==> src/rtl/bus_dec_pkg.sv <==
package bus_dec_pkg;

    typedef enum logic [1:0] {
        RGN_ROM  = 2'b00,
        RGN_IO   = 2'b01,
        RGN_RAM0 = 2'b10,
        RGN_RAM1 = 2'b11
    } region_e;

    typedef enum logic [1:0] {
        ALIAS_16K = 2'd0,
        ALIAS_32K = 2'd1,
        ALIAS_64K = 2'd2
    } alias_e;

    // Column-phase layout of the shared DRAM address bus, MSB first.
    typedef struct packed {
        logic a15;
        logic a14;
        logic a13;
        logic a12;
        logic a6;
        logic a5;
        logic a1;
        logic a0;
    } col_addr_t;

    typedef struct packed {
        logic screen_sel;
        logic hires;
        logic blank;
    } disp_ctrl_t;

    localparam int COL_W      = $bits(col_addr_t);
    localparam int BIT_SCREEN = 7;
    localparam int BIT_MODE   = 3;
    localparam int BIT_BLANK  = 1;

    function automatic region_e region_of(input logic hi, input logic lo);
        return region_e'({hi, lo});
    endfunction

    function automatic logic upper_ok(input alias_e mode, input col_addr_t c);
        case (mode)
            ALIAS_16K: return c.a15 & ~c.a14;
            ALIAS_32K: return c.a15;
            default:   return 1'b1;
        endcase
    endfunction

endpackage

==> src/rtl/bus_region_dec.sv <==
module bus_region_dec
    import bus_dec_pkg::*;
(
    input  logic      clk,
    input  logic      rst,
    input  logic      strobe_n,
    input  logic      wr_n,
    input  logic      a17,
    input  logic      a16,
    input  col_addr_t col,
    input  logic      vid_en,
    output logic      rom_en,
    output logic      periph_en_n,
    output logic      dtack_n,
    output logic      io_write
);
    region_e rgn;
    logic    active;

    always_comb begin
        rgn         = region_of(a17, a16);
        active      = ~strobe_n;
        rom_en      = active & wr_n & (rgn == RGN_ROM);
        dtack_n     = ~(active & (rgn == RGN_ROM));
        periph_en_n = ~(active & (rgn == RGN_IO) & ~col.a6 & ~vid_en);
        io_write    = active & ~wr_n & (rgn == RGN_IO);
    end


    rom_ack_chk: assert property (@(posedge clk) disable iff (rst)
        rom_en |-> !dtack_n);


    enable_excl_chk: assert property (@(posedge clk) disable iff (rst)
        !(rom_en && !periph_en_n));


    vid_gate_chk: assert property (@(posedge clk) disable iff (rst)
        !periph_en_n |-> !vid_en);


    ram_quiet_chk: assert property (@(posedge clk) disable iff (rst)
        a17 |-> (periph_en_n && !rom_en && dtack_n && !io_write));

endmodule

==> src/rtl/io_reg_match.sv <==
module io_reg_match
    import bus_dec_pkg::*;
#(
    parameter alias_e ALIAS    = ALIAS_16K,
    parameter bit     CHECK_A5 = 1'b1
) (
    input  logic      io_write,
    input  col_addr_t col,
    output logic      hit
);
    logic a5_ok;

    generate
        if (CHECK_A5) begin : g_a5
            assign a5_ok = col.a5;
        end else begin : g_no_a5
            assign a5_ok = 1'b1;
        end
    endgenerate

    assign hit = io_write & col.a6 & col.a1 & col.a0 & a5_ok & upper_ok(ALIAS, col);

endmodule

==> src/rtl/disp_ctrl_reg.sv <==
module disp_ctrl_reg
    import bus_dec_pkg::*;
#(
    parameter int DATA_W = 8
) (
    input  logic              clk,
    input  logic              rst,
    input  logic              hit,
    input  logic [DATA_W-1:0] data,
    output disp_ctrl_t        ctrl
);
    disp_ctrl_t nxt;

    always_comb begin
        nxt.screen_sel = data[BIT_SCREEN];
        nxt.hires      = data[BIT_MODE];
        nxt.blank      = data[BIT_BLANK];
    end

    always_ff @(posedge clk) begin
        if (rst) begin
            ctrl <= '0;
        end else if (hit) begin
            ctrl <= nxt;
        end
    end


    hold_chk: assert property (@(posedge clk) disable iff (rst)
        !hit |=> $stable(ctrl));


    reset_clear_chk: assert property (@(posedge clk)
        rst |=> (ctrl == '0));


    load_chk: assert property (@(posedge clk) disable iff (rst)
        hit |=> (ctrl.screen_sel == $past(data[BIT_SCREEN]) &&
                 ctrl.hires == $past(data[BIT_MODE]) &&
                 ctrl.blank == $past(data[BIT_BLANK])));

endmodule

==> src/rtl/bus_decode_ctl.sv <==
module bus_decode_ctl
    import bus_dec_pkg::*;
#(
    parameter int     DATA_W   = 8,
    parameter alias_e ALIAS    = ALIAS_16K,
    parameter bit     CHECK_A5 = 1'b1
) (
    input  logic              clk,
    input  logic              rst,
    input  logic              strobe_n,
    input  logic              wr_n,
    input  logic              a17,
    input  logic              a16,
    input  logic [COL_W-1:0]  col_addr,
    input  logic              vid_addr_en,
    input  logic [DATA_W-1:0] data_in,
    output logic              rom_en,
    output logic              periph_en_n,
    output logic              dtack_n,
    output logic              screen_sel,
    output logic              hires_mode,
    output logic              blank
);
    localparam int TOP_BIT = BIT_SCREEN;

    initial begin
        if (DATA_W <= TOP_BIT) $error("DATA_W too narrow for register bits");
    end

    col_addr_t  col;
    logic       io_write;
    logic       reg_hit;
    disp_ctrl_t ctrl;

    assign col = col_addr_t'(col_addr);

    bus_region_dec u_region (
        .clk        (clk),
        .rst        (rst),
        .strobe_n   (strobe_n),
        .wr_n       (wr_n),
        .a17        (a17),
        .a16        (a16),
        .col        (col),
        .vid_en     (vid_addr_en),
        .rom_en     (rom_en),
        .periph_en_n(periph_en_n),
        .dtack_n    (dtack_n),
        .io_write   (io_write)
    );

    io_reg_match #(
        .ALIAS   (ALIAS),
        .CHECK_A5(CHECK_A5)
    ) u_match (
        .io_write(io_write),
        .col     (col),
        .hit     (reg_hit)
    );

    disp_ctrl_reg #(
        .DATA_W(DATA_W)
    ) u_ctrl (
        .clk (clk),
        .rst (rst),
        .hit (reg_hit),
        .data(data_in),
        .ctrl(ctrl)
    );

    assign screen_sel = ctrl.screen_sel;
    assign hires_mode = ctrl.hires;
    assign blank      = ctrl.blank;

endmodule

==> config.mk <==
export PLATFORM = sky130hd
export DESIGN_NAME = bus_decode_ctl
export DESIGN_NICKNAME = d
export VERILOG_FILES = /design/src/rtl/bus_dec_pkg.sv /design/src/rtl/bus_region_dec.sv /design/src/rtl/io_reg_match.sv /design/src/rtl/disp_ctrl_reg.sv /design/src/rtl/bus_decode_ctl.sv
export SDC_FILE = /design/constraint.sdc
export NUM_CORES = 1
export LEC_CHECK = 0
export BUFFER_PORTS_ARGS = -buffer_cell sky130_fd_sc_hd__buf_4
export CORE_AREA = 10 10 47 49
export DETAILED_ROUTE_END_ITERATION = 7
export DIE_AREA = 0 0 57 59
export PLACE_DENSITY = 0.42
export SLEW_MARGIN = 25
export SYNTH_ARGS = -nofsm -noshare
export SYNTH_HDL_FRONTEND = slang
export SYNTH_HIERARCHICAL = 1
export SYNTH_SLANG_ARGS = --single-unit
==> constraint.sdc <==
create_clock -name clk -period 2.1 [get_ports clk]
set_input_delay 0.21 -clock clk [delete_from_list [all_inputs] [get_ports clk]]
set_output_delay 0.21 -clock clk [all_outputs]
set_load 0.1 [all_outputs]
==> results.md <==
- Max reg flops: 3
- Post-DRT Antenna Nets: 0
- Die area: about 0.0034 mm²
- Max transition margin: 78.4%
- WS Path Type: primary input to output port
- Row count: 14
- Mean Syn Cell Area: 8.43 µm²
- Top delay family on crit path: simple AND/OR/NAND/NOR gates
- First-pass GRT wire length: 1.06 mm
- Root buffer selected by CTS: clkbuf_4
- Clk_lat worst skew: roughly 230 ps
- DRC viols: 0
- WL/cell: about 12 µm
- RSZ-0062 raised after global routing: no
- Vias: between 200 and 250
- Final #Nets: slightly below 70
- PortBufs: 21
- Setup violators final: 0
- Main synth FF type: dfxtp_1
- Pin count of the biggest net entering global routing: 4
- Cells along the critical path: buf_4, or3_4, nor2_2, buf_4
- Starting Density: ~11%
- Final slew viol count: 0
- EDFF count, synth: 0
- Status: completed
- Main combinational cell family by area after synthesis: simple AND/OR/NAND/NOR gates
- Core area: roughly 0.0014 mm²
- Layout cell share with drive strength beyond 1: 61.4%
- Final min period: 1290 ps
- Worst Path Required: approximately 1900 ps
- Critical Path Max Stage Delay: 380 ps
- Critical Path Sink Type: output port
- Die Wd: approximately 57 µm
- HP Class: primary input to register
- Ys Warns: 6
- Register area: between 60 and 70 µm²
- Worst Tran Pin Value: around 320 ps
- Vias per std cell: roughly 3.8
- CTS tree: built
- Dominant cell type by area after synthesis: dfxtp_1
- Slowest cell on crit path: or3_4
- Crit share post-route: 61.5%
- Distinct cell type count after synthesis: 9
- Antenna diodes: 0
- CTS buffer count: 3
- Syn Nets: 42
- Post-synthesis xor/xnor area fraction: 0%
- Crit Path Max Fanout: 3
- Clk slew on worst S/H paths: ~40 ps
- Post-Place Cells: 56
- Hold-fix buffers, CTS: 0
- Final wirelength: around 700 µm
- Bufs on Longest Clock Path: 2
- H-Tree Depth: 1
- Multi-input gate area in the final layout: between 90 and 100 µm²
- Worst setup SP type: primary input
- Biggest registers after layout: u_ctrl/ctrl: 3 flops
- Layout area overhead: 127%
- Synth top area cells: dfxtp_1, mux2i_1, nor2_1
- GPL Wtd Cong: between 0.6 and 0.7
- Initial antenna violation count: 0
- Worst hold slack: between 150 and 200 ps
- Reg with most FFs: u_ctrl/ctrl
- Mapped Cells: 19
- GR Overflow Total: 0
- Synthesized area: about 160 µm²
- Buffers & Inverters on Critical Path: 2
- Proportion of synthesized area in mux cells: a little under a fifth
- Vias in the first global route: 248
- Max Freq: 0.774 GHz
- Post-synth top cells: nor2_1, dfxtp_1, mux2i_1, nand3_1
- Critical Path AT: roughly 1100 ps
- Layout Cells excl Fill: 60
- Drt pass-1 iters: 4
- Placed inst area: 338 µm²
- Synth Area in Compound Gates: 0%
- Fin. Hold Viols: 0
- Total Routing Usage GR: 4.25%
- Clock Sinks: 3
- Synth top area share: between 30% and 40%
- Final instance area: between 300 and 400 µm²
- # IOs: 29
- Post-synthesis adder-cell area fraction: 0%
- Fill cells: between 150 and 200
- Leakage: 0.172 nW
- CP most frequent cell: buf_4
- Setup bufs post-CTS: 0
- Max capacitance violation total: 0
- Clk_skew: 0 ps
- Synth async-reset ratio: 0%
- Starting DRC count in detailed routing: 6
- Synthesized flop and latch total: 3
- Most common cell in the netlist: nor2_1
- Synth Area in Simple Gates: 41.4%
- Chip height: just under 60 µm
- Pwr Density: between 500 and 600 mW/mm²
- Worst ir drop on vdd: between 200 and 250 µV
- Post-synthesis sequential area ratio: approximately 38%
- Post-cts sizing count: 0
- TNS Setup: 0 ps
==> layer usage <==
layer	vias up	global-route usage, %	part of all wire, %
met5	-	0	0
met1	93	4.67	44
met3	0	4.08	21
met4	0	3.02	0
li1	115	-	-
met2	20	4.81	35
==> through the flow <==
| stage | power [mW] | util [%] | worst slack (ps) |
|---|---|---|---|
| finish | 0.200 | 26.0 | 808 |
| global route | 0.214 | 26.0 | 769 |
| CTS | 0.207 | 26.0 | 802 |
| detailed placement | 0.101 | 24.1 | 707 |
| global placement | 0.101 | 24.1 | 705 |
| floorplan | 0.0753 | - | 305 |
==> kinds of logic (layout without fill, tap and decap cells) <==
| family | after synthesis | after routing |
|---|---|---|
| AND/OR/NAND/NOR | 12 | 12 |
| multiplexers | 3 | 3 |
| flip-flops | 3 | 3 |
| buffers and inverters | 1 | 26 |
==> path summary, 6_finish.rpt <==
check	from	end	slack, ps	cells past startpoint
worst max-delay path	a16	rom_en	810	4
worst min-delay path	rst	u_ctrl/ctrl[2]	150	2
worst max register to register	u_ctrl/ctrl[1]	u_ctrl/ctrl[1]	1490	2
worst min register to register	u_ctrl/ctrl[2]	u_ctrl/ctrl[2]	490	2
==> where the power goes <==
part           internal [mW]  switching, mW  leakage (nW)  total [mW]
clock                 0.0712         0.0289        0.0150       0.100
sequential            0.0573      0.0000181        0.0241      0.0574
combinational         0.0224         0.0203         0.132      0.0426
==> worst register-to-register path: stages (launching register included) <==
cell	delay, ps
dfxtp_1	300
mux2i_1	150
nor2_1	50
==> cell usage in the layout, fill, tap and decap left out, drive strengths merged <==
cell type / synthesis / layout
inv: 1 / 1
and3: 1 / 1
nand4b: 1 / 1
clkbuf: 0 / 4
mux2i: 3 / 3
dfxtp: 3 / 3
buf: 0 / 21
or3: 1 / 1
nand3: 2 / 2
nor2: 7 / 7
==> area by class of cell <==
type | instances | share of cell area [%]
clock buffer | 4 | 7.22
inverter | 1 | 1.03
tap | 16 | 5.50
multi-input combinational | 15 | 26.5
timing repair buffer | 21 | 43.3
sequential | 3 | 16.5
(Power assumes the default switching activity.)
